### config.mk
export PLATFORM = sky130hd
export DESIGN_NAME = bfly_r2
export DESIGN_NICKNAME = d
export VERILOG_FILES = /design/src/rtl/bfly_pkg.sv /design/src/rtl/bfly_twiddle_rom.sv /design/src/rtl/bfly_pre.sv /design/src/rtl/bfly_cmul.sv /design/src/rtl/bfly_post.sv /design/src/rtl/bfly_r2.sv
export SDC_FILE = /design/constraint.sdc
export NUM_CORES = 2
export LEC_CHECK = 0
export BUFFER_PORTS_ARGS = -buffer_cell sky130_fd_sc_hd__buf_2
export CAP_MARGIN = 0
export CORE_MARGIN = 3
export CORE_UTILIZATION = 37
export DETAILED_ROUTE_END_ITERATION = 10
export MAX_ROUTING_LAYER = met4
export PLACE_DENSITY_LB_ADDON = 0.15
export SLEW_MARGIN = 10
export SYNTH_ARGS = -nofsm -noshare
export SYNTH_HDL_FRONTEND = slang
export SYNTH_SLANG_ARGS = --single-unit
### constraint.sdc
create_clock -name clk -period 7.6 [get_ports clk]
set_input_delay 0.38 -clock clk [delete_from_list [all_inputs] [get_ports clk]]
set_output_delay 0.38 -clock clk [all_outputs]
set_load 0.01 [all_outputs]
### src/rtl/bfly_pkg.sv
package bfly_pkg;

    // Sample width and twiddle width defaults (two's complement, Q1.15 twiddle)
    localparam int DATA_W_DEF = 16;
    localparam int TWID_W_DEF = 16;
    localparam int NPOINT_DEF = 64;

    // Butterfly ordering carried along with each sample
    typedef enum logic {
        ORDER_ROT_FIRST = 1'b0,   // time-decimated: rotate y, then add/sub
        ORDER_ROT_LAST  = 1'b1    // frequency-decimated: add/sub, then rotate diff
    } order_e;

endpackage

### src/rtl/bfly_twiddle_rom.sv
module bfly_twiddle_rom #(
    parameter int NPT = bfly_pkg::NPOINT_DEF,
    parameter int TW  = bfly_pkg::TWID_W_DEF,
    parameter int KW  = $clog2(NPT) - 1
) (
    input  logic [KW-1:0]        k,
    output logic signed [TW-1:0] w_re,
    output logic signed [TW-1:0] w_im
);
    localparam int  HALF  = NPT / 2;
    localparam real PI    = 3.14159265358979323846;
    localparam real FULLS = real'((2 ** (TW - 1)) - 1);

    function automatic int round_away(input real v);
        if (v >= 0.0)
            return $rtoi(v + 0.5);
        else
            return $rtoi(v - 0.5);
    endfunction

    logic signed [TW-1:0] tab_re [HALF];
    logic signed [TW-1:0] tab_im [HALF];

    // One constant pair per exponent, fixed at elaboration
    for (genvar g = 0; g < HALF; g++) begin : g_entry
        localparam real ANG   = 2.0 * PI * real'(g) / real'(NPT);
        localparam int  ENT_R = round_away($cos(ANG) * FULLS);
        localparam int  ENT_I = round_away(-$sin(ANG) * FULLS);
        assign tab_re[g] = TW'(ENT_R);
        assign tab_im[g] = TW'(ENT_I);
    end

    assign w_re = tab_re[k];
    assign w_im = tab_im[k];

endmodule

### src/rtl/bfly_pre.sv
module bfly_pre #(
    parameter int DW = bfly_pkg::DATA_W_DEF,
    parameter int TW = bfly_pkg::TWID_W_DEF,
    parameter int KW = 5,
    parameter int OW = DW + 1
) (
    input  logic                 clk,
    input  logic                 rst_n,
    input  logic                 in_valid,
    input  logic                 in_order,
    input  logic                 in_scale,
    input  logic [KW-1:0]        in_k,
    input  logic signed [DW-1:0] x_re,
    input  logic signed [DW-1:0] x_im,
    input  logic signed [DW-1:0] y_re,
    input  logic signed [DW-1:0] y_im,
    input  logic signed [TW-1:0] w_re,
    input  logic signed [TW-1:0] w_im,
    output logic                 s1_valid,
    output bfly_pkg::order_e     s1_order,
    output logic                 s1_scale,
    output logic signed [OW-1:0] s1_pass_re,
    output logic signed [OW-1:0] s1_pass_im,
    output logic signed [OW-1:0] s1_op_re,
    output logic signed [OW-1:0] s1_op_im,
    output logic signed [TW-1:0] s1_w_re,
    output logic signed [TW-1:0] s1_w_im
);
    import bfly_pkg::*;

    order_e               ord;
    logic signed [OW-1:0] xe_re, xe_im, ye_re, ye_im;
    logic signed [OW-1:0] nx_pass_re, nx_pass_im, nx_op_re, nx_op_im;

    assign ord   = order_e'(in_order);
    assign xe_re = OW'(x_re);
    assign xe_im = OW'(x_im);
    assign ye_re = OW'(y_re);
    assign ye_im = OW'(y_im);

    // Pass path feeds the post adder; operand path feeds the multiplier
    always_comb begin
        unique case (ord)
            ORDER_ROT_LAST: begin
                nx_pass_re = xe_re + ye_re;
                nx_pass_im = xe_im + ye_im;
                nx_op_re   = xe_re - ye_re;
                nx_op_im   = xe_im - ye_im;
            end
            default: begin
                nx_pass_re = xe_re;
                nx_pass_im = xe_im;
                nx_op_re   = ye_re;
                nx_op_im   = ye_im;
            end
        endcase
    end

    always_ff @(posedge clk or negedge rst_n) begin
        if (!rst_n) begin
            s1_valid   <= 1'b0;
            s1_order   <= ORDER_ROT_FIRST;
            s1_scale   <= 1'b0;
            s1_pass_re <= '0;
            s1_pass_im <= '0;
            s1_op_re   <= '0;
            s1_op_im   <= '0;
            s1_w_re    <= '0;
            s1_w_im    <= '0;
        end else begin
            s1_valid   <= in_valid;
            s1_order   <= ord;
            s1_scale   <= in_scale;
            s1_pass_re <= nx_pass_re;
            s1_pass_im <= nx_pass_im;
            s1_op_re   <= nx_op_re;
            s1_op_im   <= nx_op_im;
            s1_w_re    <= w_re;
            s1_w_im    <= w_im;
        end
    end

    // Exponent zero must reach the multiplier as unity: R5
    p_twid_zero_r5: assert property (@(posedge clk) disable iff (!rst_n)
        (in_valid && in_k == '0) |=>
            (s1_w_re == TW'((2 ** (TW - 1)) - 1) && s1_w_im == '0));

endmodule

### src/rtl/bfly_cmul.sv
module bfly_cmul #(
    parameter int OW = 17,
    parameter int TW = 16,
    parameter int PW = OW + TW,
    parameter int MW = PW + 1
) (
    input  logic                 clk,
    input  logic                 rst_n,
    input  logic                 s1_valid,
    input  bfly_pkg::order_e     s1_order,
    input  logic                 s1_scale,
    input  logic signed [OW-1:0] s1_pass_re,
    input  logic signed [OW-1:0] s1_pass_im,
    input  logic signed [OW-1:0] s1_op_re,
    input  logic signed [OW-1:0] s1_op_im,
    input  logic signed [TW-1:0] s1_w_re,
    input  logic signed [TW-1:0] s1_w_im,
    output logic                 s2_valid,
    output bfly_pkg::order_e     s2_order,
    output logic                 s2_scale,
    output logic signed [OW-1:0] s2_pass_re,
    output logic signed [OW-1:0] s2_pass_im,
    output logic signed [MW-1:0] s2_prod_re,
    output logic signed [MW-1:0] s2_prod_im
);
    import bfly_pkg::*;

    logic signed [PW-1:0] p_rr, p_ii, p_ri, p_ir;
    logic signed [MW-1:0] nx_re, nx_im;

    // Four real products, two real adds: the only multiplier in the block
    always_comb begin
        p_rr  = PW'(s1_op_re) * PW'(s1_w_re);
        p_ii  = PW'(s1_op_im) * PW'(s1_w_im);
        p_ri  = PW'(s1_op_re) * PW'(s1_w_im);
        p_ir  = PW'(s1_op_im) * PW'(s1_w_re);
        nx_re = MW'(p_rr) - MW'(p_ii);
        nx_im = MW'(p_ri) + MW'(p_ir);
    end

    always_ff @(posedge clk or negedge rst_n) begin
        if (!rst_n) begin
            s2_valid   <= 1'b0;
            s2_order   <= ORDER_ROT_FIRST;
            s2_scale   <= 1'b0;
            s2_pass_re <= '0;
            s2_pass_im <= '0;
            s2_prod_re <= '0;
            s2_prod_im <= '0;
        end else begin
            s2_valid   <= s1_valid;
            s2_order   <= s1_order;
            s2_scale   <= s1_scale;
            s2_pass_re <= s1_pass_re;
            s2_pass_im <= s1_pass_im;
            s2_prod_re <= nx_re;
            s2_prod_im <= nx_im;
        end
    end

    // A zero operand rotates to zero regardless of twiddle: R3
    p_zero_rot_r3: assert property (@(posedge clk) disable iff (!rst_n)
        (s1_op_re == '0 && s1_op_im == '0) |=>
            (s2_prod_re == '0 && s2_prod_im == '0));

    // Per-sample settings travel with the data: R8
    p_order_follows_r8: assert property (@(posedge clk) disable iff (!rst_n)
        s1_valid |=> (s2_order == $past(s1_order) && s2_scale == $past(s1_scale)));

endmodule

### src/rtl/bfly_post.sv
module bfly_post #(
    parameter int DW = 16,
    parameter int TW = 16,
    parameter int OW = DW + 1,
    parameter int MW = OW + TW + 1,
    parameter int AW = MW + 2
) (
    input  logic                 clk,
    input  logic                 rst_n,
    input  logic                 s2_valid,
    input  bfly_pkg::order_e     s2_order,
    input  logic                 s2_scale,
    input  logic signed [OW-1:0] s2_pass_re,
    input  logic signed [OW-1:0] s2_pass_im,
    input  logic signed [MW-1:0] s2_prod_re,
    input  logic signed [MW-1:0] s2_prod_im,
    output logic                 o_valid,
    output logic signed [DW-1:0] o_sum_re,
    output logic signed [DW-1:0] o_sum_im,
    output logic signed [DW-1:0] o_dif_re,
    output logic signed [DW-1:0] o_dif_im
);
    import bfly_pkg::*;

    localparam logic signed [AW-1:0] RND_HALF = AW'(2 ** (TW - 2));
    localparam logic signed [AW-1:0] MAXV     = AW'((2 ** (DW - 1)) - 1);
    localparam logic signed [AW-1:0] MINV     = AW'(-(2 ** (DW - 1)));
    localparam logic signed [AW-1:0] ONE      = AW'(1);

    function automatic logic signed [DW-1:0] finish(input logic signed [AW-1:0] v,
                                                    input logic sc);
        logic signed [AW-1:0] h;
        h = sc ? ((v + ONE) >>> 1) : v;
        if (h > MAXV)
            return DW'(MAXV);
        else if (h < MINV)
            return DW'(MINV);
        else
            return DW'(h);
    endfunction

    logic signed [AW-1:0] rot_re, rot_im, pw_re, pw_im;
    logic signed [AW-1:0] a_re, a_im, b_re, b_im;

    always_comb begin
        rot_re = (AW'(s2_prod_re) + RND_HALF) >>> (TW - 1);
        rot_im = (AW'(s2_prod_im) + RND_HALF) >>> (TW - 1);
        pw_re  = AW'(s2_pass_re);
        pw_im  = AW'(s2_pass_im);
        unique case (s2_order)
            ORDER_ROT_LAST: begin
                a_re = pw_re;
                a_im = pw_im;
                b_re = rot_re;
                b_im = rot_im;
            end
            default: begin
                a_re = pw_re + rot_re;
                a_im = pw_im + rot_im;
                b_re = pw_re - rot_re;
                b_im = pw_im - rot_im;
            end
        endcase
    end

    always_ff @(posedge clk or negedge rst_n) begin
        if (!rst_n) begin
            o_valid  <= 1'b0;
            o_sum_re <= '0;
            o_sum_im <= '0;
            o_dif_re <= '0;
            o_dif_im <= '0;
        end else begin
            o_valid <= s2_valid;
            if (s2_valid) begin
                o_sum_re <= finish(a_re, s2_scale);
                o_sum_im <= finish(a_im, s2_scale);
                o_dif_re <= finish(b_re, s2_scale);
                o_dif_im <= finish(b_im, s2_scale);
            end
        end
    end

    // Words hold while no result is issued: R9
    p_hold_idle_r9: assert property (@(posedge clk) disable iff (!rst_n)
        !s2_valid |=> ($stable(o_sum_re) && $stable(o_sum_im) &&
                       $stable(o_dif_re) && $stable(o_dif_im)));

    // Frequency-decimated sum is never rotated, so positive overflow clamps: R7
    p_clamp_top_r7: assert property (@(posedge clk) disable iff (!rst_n)
        (s2_valid && !s2_scale && s2_order == ORDER_ROT_LAST && pw_re > MAXV) |=>
            (o_sum_re == DW'(MAXV)));

endmodule

### src/rtl/bfly_r2.sv
module bfly_r2 #(
    parameter int NPT = bfly_pkg::NPOINT_DEF,
    parameter int DW  = bfly_pkg::DATA_W_DEF,
    parameter int TW  = bfly_pkg::TWID_W_DEF,
    parameter int KW  = $clog2(NPT) - 1
) (
    input  logic                 clk,
    input  logic                 rst_n,
    input  logic                 in_valid,
    input  logic                 in_order,
    input  logic                 in_scale,
    input  logic [KW-1:0]        in_k,
    input  logic signed [DW-1:0] in_x_re,
    input  logic signed [DW-1:0] in_x_im,
    input  logic signed [DW-1:0] in_y_re,
    input  logic signed [DW-1:0] in_y_im,
    output logic                 out_valid,
    output logic signed [DW-1:0] out_sum_re,
    output logic signed [DW-1:0] out_sum_im,
    output logic signed [DW-1:0] out_dif_re,
    output logic signed [DW-1:0] out_dif_im
);
    import bfly_pkg::*;

    localparam int OW = DW + 1;
    localparam int MW = OW + TW + 1;

    logic signed [TW-1:0] w_re, w_im, s1_w_re, s1_w_im;
    logic                 s1_valid, s1_scale, s2_valid, s2_scale;
    order_e               s1_order, s2_order;
    logic signed [OW-1:0] s1_pass_re, s1_pass_im, s1_op_re, s1_op_im;
    logic signed [OW-1:0] s2_pass_re, s2_pass_im;
    logic signed [MW-1:0] s2_prod_re, s2_prod_im;

    bfly_twiddle_rom #(.NPT(NPT), .TW(TW), .KW(KW)) i_rom (
        .k    (in_k),
        .w_re (w_re),
        .w_im (w_im)
    );

    bfly_pre #(.DW(DW), .TW(TW), .KW(KW), .OW(OW)) i_pre (
        .clk        (clk),
        .rst_n      (rst_n),
        .in_valid   (in_valid),
        .in_order   (in_order),
        .in_scale   (in_scale),
        .in_k       (in_k),
        .x_re       (in_x_re),
        .x_im       (in_x_im),
        .y_re       (in_y_re),
        .y_im       (in_y_im),
        .w_re       (w_re),
        .w_im       (w_im),
        .s1_valid   (s1_valid),
        .s1_order   (s1_order),
        .s1_scale   (s1_scale),
        .s1_pass_re (s1_pass_re),
        .s1_pass_im (s1_pass_im),
        .s1_op_re   (s1_op_re),
        .s1_op_im   (s1_op_im),
        .s1_w_re    (s1_w_re),
        .s1_w_im    (s1_w_im)
    );

    bfly_cmul #(.OW(OW), .TW(TW), .PW(OW + TW), .MW(MW)) i_cmul (
        .clk        (clk),
        .rst_n      (rst_n),
        .s1_valid   (s1_valid),
        .s1_order   (s1_order),
        .s1_scale   (s1_scale),
        .s1_pass_re (s1_pass_re),
        .s1_pass_im (s1_pass_im),
        .s1_op_re   (s1_op_re),
        .s1_op_im   (s1_op_im),
        .s1_w_re    (s1_w_re),
        .s1_w_im    (s1_w_im),
        .s2_valid   (s2_valid),
        .s2_order   (s2_order),
        .s2_scale   (s2_scale),
        .s2_pass_re (s2_pass_re),
        .s2_pass_im (s2_pass_im),
        .s2_prod_re (s2_prod_re),
        .s2_prod_im (s2_prod_im)
    );

    bfly_post #(.DW(DW), .TW(TW), .OW(OW), .MW(MW), .AW(MW + 2)) i_post (
        .clk        (clk),
        .rst_n      (rst_n),
        .s2_valid   (s2_valid),
        .s2_order   (s2_order),
        .s2_scale   (s2_scale),
        .s2_pass_re (s2_pass_re),
        .s2_pass_im (s2_pass_im),
        .s2_prod_re (s2_prod_re),
        .s2_prod_im (s2_prod_im),
        .o_valid    (out_valid),
        .o_sum_re   (out_sum_re),
        .o_sum_im   (out_sum_im),
        .o_dif_re   (out_dif_re),
        .o_dif_im   (out_dif_im)
    );

    // Fixed three-cycle latency in both orders: R2
    p_latency_on_r2: assert property (@(posedge clk) disable iff (!rst_n)
        in_valid |-> ##3 out_valid);

    p_latency_off_r2: assert property (@(posedge clk) disable iff (!rst_n)
        !in_valid |-> ##3 !out_valid);

    // All-zero samples give all-zero results whatever the settings: R6
    p_zero_in_r6: assert property (@(posedge clk) disable iff (!rst_n)
        (in_valid && in_x_re == '0 && in_x_im == '0 && in_y_re == '0 && in_y_im == '0)
            |-> ##3 (out_sum_re == '0 && out_sum_im == '0 &&
                     out_dif_re == '0 && out_dif_im == '0));

endmodule

# Word level (Yosys, flattened, before mapping)
# Memories as Yosys holds them, arrays and structs flattened. A register that Yosys moved wholly into a read port is not among the register bits.
# Index checks and enable logic that the tools add are counted.
# totals
ff_bits	241
rom_bits	1024
inputBits	74
word_cells	72
mem_count	2
# memory_table
name	depth	width	read_ports	rd_clocked_by_memory_dff	wr	line_no	source
(no name shown)	32	16	1	1	0	bfly_twiddle_rom.sv:33	assign w_re = tab_re[k];
(no name shown)	32	16	1	1	0	bfly_twiddle_rom.sv:34	assign w_im = tab_im[k];
# op_classes
add_sub_neg	16
mul	4
order_cmp	8
n_mux	20
n_bitwise	1
n_reduce_logical	2
# ops
op	count
$mux 36	8
$add 36x2->36 const B	4
$gt 36x16->1 const B	4
$lt 36x16->1 const B	4
$mul 17x16->33	4
$mux 16	8
$add 34x16->35 const B	2
$mux 17	4
$add 17x20->21	2
$sub 17x20->21	2
$add 16x16->17	2
$add 33x33->34	1
$sub 16x16->17	2
$sub 33x33->34	1
$not 5->6	1
$logic_not 1->1	2

# Depth between registers and ports, before layout
# logic_depth
word_depth	8
depth_mapped	31

# Modules after synthesis
# From an unflattened synthesis, not the netlist that was laid out.
# unflattened
hier_cells	7335
hier_area_um2	65167.5
# modules_own_cells
mod	instances	cells_each	area_per_inst_um2
bfly_cmul	1	4685	45177.1
bfly_post	1	1724	12047.8
bfly_pre	1	722	6627.6
bfly_twiddle_rom	1	204	1315.0

# Least setup slack after synthesis
# OpenSTA, ideal clock, no wires.
# synth_timing
path_kind	flip-flop to flip-flop
from	register i_pre.s1_op_im[16]
to	register i_cmul.s2_prod_re[32]
arrival_time_ns	7.369
slack_ns	0.109
path_stages_with_launch	27
path_buffers	1
synth_period_minus_slack_ns	7.491
path_cell_list	dfrtp_1 > clkbuf_1 > nand2_1 > inv_1 > fa_1 > inv_1 > fa_1 > inv_1 > fa_1 > inv_1 > fa_1 > fa_1 > fa_1 > fa_1 > inv_1 > fa_1 > inv_1 > ha_1 > nand3_1 > or3_1 > a21boi_0 > o2111ai_1 > and3_1 > o31ai_1 > o21a_1 > nor2_1 > xnor2_1
# synth_between
elab_chain_cells	2
# synth_lines
item	line_no	source
from (decl)	bfly_pre.sv:25	output logic signed [OW-1:0] s1_op_im,
from (signal assigned)	bfly_pre.sv:77	s1_op_im <= nx_op_im;
$mul 17x16->33	bfly_cmul.sv:34	p_ii = PW'(s1_op_im) * PW'(s1_w_im);
$sub 33x33->34	bfly_cmul.sv:37	nx_re = MW'(p_rr) - MW'(p_ii);
via i_cmul.nx_re[32]	bfly_cmul.sv:29	logic signed [MW-1:0] nx_re, nx_im;
to (signal assigned)	bfly_cmul.sv:56	s2_prod_re <= nx_re;
to (decl)	bfly_cmul.sv:23	output logic signed [MW-1:0] s2_prod_re,
# The timed path passes the listed nets, and every way through them passes these cells.
# A chain may end at the register's enable or synchronous reset.

# Worst setup path after layout
# layout_timing
from	register i_pre.s1_w_re[2]
to	register i_cmul.s2_prod_im[33]
# layout_between
elab_chain_cells	2
# layout_lines
item	line_no	source
from (decl)	bfly_pre.sv:26	output logic signed [TW-1:0] s1_w_re,
$mul 17x16->33	bfly_cmul.sv:36	p_ir = PW'(s1_op_im) * PW'(s1_w_re);
$add 33x33->34	bfly_cmul.sv:38	nx_im = MW'(p_ri) + MW'(p_ir);
via i_cmul.nx_im[33]	bfly_cmul.sv:29	
to (signal assigned)	bfly_cmul.sv:57	s2_prod_im <= nx_im;
to (decl)	bfly_cmul.sv:24	output logic signed [MW-1:0] s2_prod_im
# The timed path passes the listed nets, and every way through them passes these cells.

==> results.yml <==
status:
  status: "completed"
synth:
  ys.flop_type: "dfrtp_1"
  ys_seq_area_share_pct: 9.77
  synth_compound_area_share_pct: 9.93
  ys_top_cells_by_count: "1520 x inv_1, 1240 x fa_1, 712 x nand2_1"
  syn_nets: 8756
  synth_cell_type_count: 119
  yosysMostFrequentCell: "inv_1"
  synth-seq-cells: 245
  avgSynthCellArea_sq_um: 9.00
  synthTopCellsByArea: "fa_1 40%, dfrtp_1 9.8%, ha_1 9.4%, inv_1 9.1%, and2_1 5.4%"
  yosysTopAreaCell: "fa_1"
  synth-adder-area-share_pct: 49.0
  synth-edff-count: 0
  ys.warnings.count: 0
  synth-xor-area-share_pct: 2.65
  yosys.area_share.simple_pct: 16.3
  async_reset_ff_share_pct: 100
  syn-cell-area_sq_um: 62800
  synth.top_cell.area_share_pct: 39.6
  muxShareOfSynthArea_pct: 0.985
  synth_top_family_by_area: "adder cells"
  syn_inst: 6970
final_layout:
  n_fill_cell: 16900
  nets: 8998
  multi_input_area_sq_um: 49800
  post-route-cell-area_sq_um: 70200
  syn2layout_area_growth_pct: 11.9
  regArea_sq_um: 6160
  layout-drive-gt1-share_pct: 11.0
drt:
  wl_met2_mm: 92.3
  wl_met1_mm: 86.1
  viasPerCell: 5.00
  first_pass_iters: 6
  dr_wl_met3_mm: 6.87
  wire_per_inst_microns: 20.1
  totalWireLength_mm: 190
  drt_iter0_markers: 3021
  routed.top_layer: "met4"
  drc: 0
  vias: 47300
  postRouteAntennaNets: 0
floorplanning:
  io_pins: 139
  die_y_microns: 418
  dieArea_sq_um: 175000
  core_sq_um: 168000
  num_rows: 150
  chipWidth_microns: 418
  start_util_pct: 37.4
cts:
  clkSinkCount: 245
  cts_buffers: 40
  cts_tree: "built"
  clk_pin_slew_worst_paths_ns: 0.06
  cts-root-buf: "clkbuf_16"
  cts_buffer_depth: 3
  clkLatencyLatePin_ns: 0.61
  h-tree-depth: 2
timing:
  max_slew_margin_pct: 19.0
  rsz0062_at_grt: "true"
  period_share_pct: 98.8
  maxSlewViolCount: 0
  worst_pin_slew_ns: 1.20
  fmax_mhz: 133
  fin_ws_ns: 0.0905
  setup_viol: 0
  finalHoldViolCount: 0
  min_period_ns: 7.51
  finClkSkew_ns: 0.0167
placed_design:
  place.detailed.hpwl_mm: 161
  placed_area_sq_um: 68000
  portBuffers: 138
  dp_slack_ns: -0.280
  place_congestion: 0.906
global_routing:
  track_usage_pct: 23.0
  grt_pass1_vias: 49900
  grt.overflow.total: 0
  grt_pass1_wl_mm: 301
  grt_max_degree: 117
  grt_antenna_before_repair: 18
setup_path:
  worstPathMaxFanout: 7
  cp-end-kind: "register"
  max_stage_delay_ns: 0.61
  cp_common_cell: "fa_1"
  cp.required_ns: 8.09
  critPathLaunchType: "register"
  critPathSlowestCell: "fa_2"
  crit_type: "reg2reg"
  cp.arrival_ns: 8.00
worst_hold_path:
  worst_hold_path_type: "in2reg"
flow_run:
  drv_cap: 0
## through the flow
stage               instances  TNS [ns]  util, %  hold slack (ns)
floorplan                6970         0        -           0.0844
global placement         9339     -1.11     40.5            0.333
detailed placement       9339     -2.50     40.5            0.335
CTS                      9418         0     41.5          0.00208
global route             9448     -1.62     41.9           0.0311
finish                   9451         0     41.9           0.0488
## final timing paths
path                                      from                    end  slack (ns)  cells past startpoint
max                           i_pre.s1_w_re[2]  i_cmul.s2_prod_im[33]        0.09                     29
min                                in_y_im[15]     i_pre.s1_op_im[15]        0.05                      3
max reg2reg                   i_pre.s1_w_re[2]  i_cmul.s2_prod_im[33]        0.09                     29
min reg2reg                i_pre.s1_pass_re[9]   i_cmul.s2_pass_re[9]        0.34                      0
max in group asynchronous                rst_n      i_pre.s1_w_im[11]        5.91                      3
min in group asynchronous                rst_n     i_post.o_dif_im[2]        0.39                      2
## critical path: cells and delay by family (launching register included)
kind,cells,cell delay (ns)
and+or+nand+nor,3,0.40
buffers and inverters,10,1.06
adders and majority gates,9,4.42
AOI/OAI and AO/OA,6,0.99
DFF,1,0.42
xor gates and xnor gates,1,0.08
## cells in the final DEF (no fill, tap or decap), types with 18 or more instances in the layout
master,Yosys,routed
buf_2,20,136
a211o_1,28,28
a31oi_1,30,30
nor3_1,81,76
xnor2_1,141,140
nand2_1,712,712
inv_1,1520,1512
nand2b_1,69,69
nand3_1,72,72
o31ai_1,30,28
dfrtp_2,0,21
nor2_1,270,264
o21ai_0,176,172
and3_1,29,28
a21o_1,41,41
buf_4,16,325
o21a_1,47,47
clkbuf_16,0,41
and2_1,546,540
a211oi_1,26,25
o21bai_1,26,26
or3_1,19,18
o211ai_1,24,24
mux2i_1,46,46
buf_12,0,42
xor2_1,47,47
ha_1,472,468
dfrtp_1,245,222
fa_1,1240,1231
nor2b_1,58,58
a21oi_1,217,211
nand4_1,26,26
buf_6,9,19
o21ai_1,16,18
## routing by layer
metal	global-route usage, %	up-vias
li1	-	22000
met1	31.2	24100
met3	1.61	188
met2	37.9	933
met4	5.05	0
met5	-	-
## logic make-up after synthesis
logic type,Yosys count
AO/OA/AOI/OAI,892
multiplexers,59
AND/OR/NAND/NOR,2015
adder cells (fa/ha/maj),1712
buffers and inverters,1858
XOR/XNOR,189
flip-flops,245
## state kept, by name, indices dropped and copies added (netlist names)
name,flops
i_cmul.s2_order,1
i_cmul.s2_pass_im,17
i_cmul.s2_pass_re,17
i_cmul.s2_prod_im,20
i_cmul.s2_prod_re,20
i_cmul.s2_scale,1
i_cmul.s2_valid,1
i_post.o_dif_im,16
i_post.o_dif_re,16
i_post.o_sum_im,16
i_post.o_sum_re,16
i_post.o_valid,1
i_pre.s1_op_im,17
i_pre.s1_op_re,17
i_pre.s1_order,1
i_pre.s1_pass_im,17
i_pre.s1_pass_re,17
i_pre.s1_scale,1
i_pre.s1_valid,1
i_pre.s1_w_im,16
i_pre.s1_w_re,16
## repair_timing
action,4_1_cts,5_1_grt
hold buffers,5,0
setup buffers,1,29
hold endpoints to repair,82,0
pin swaps,4,68
cloned,0,1
setup endpoints to repair,20,27
resized for setup,22,123
## final cells by class
class	instances	area share [%]
multi-input combinational	4867	70.9
sequential	245	8.78
inverter	1525	8.15
timing repair buffer	533	6.14
tap	2204	3.93
clock buffer	53	1.64
clock inverter	20	0.422
antenna	4	0.0143
Power is not shown: default switching activity piles up to over one toggle a cycle in this logic, so the estimate is an artifact.
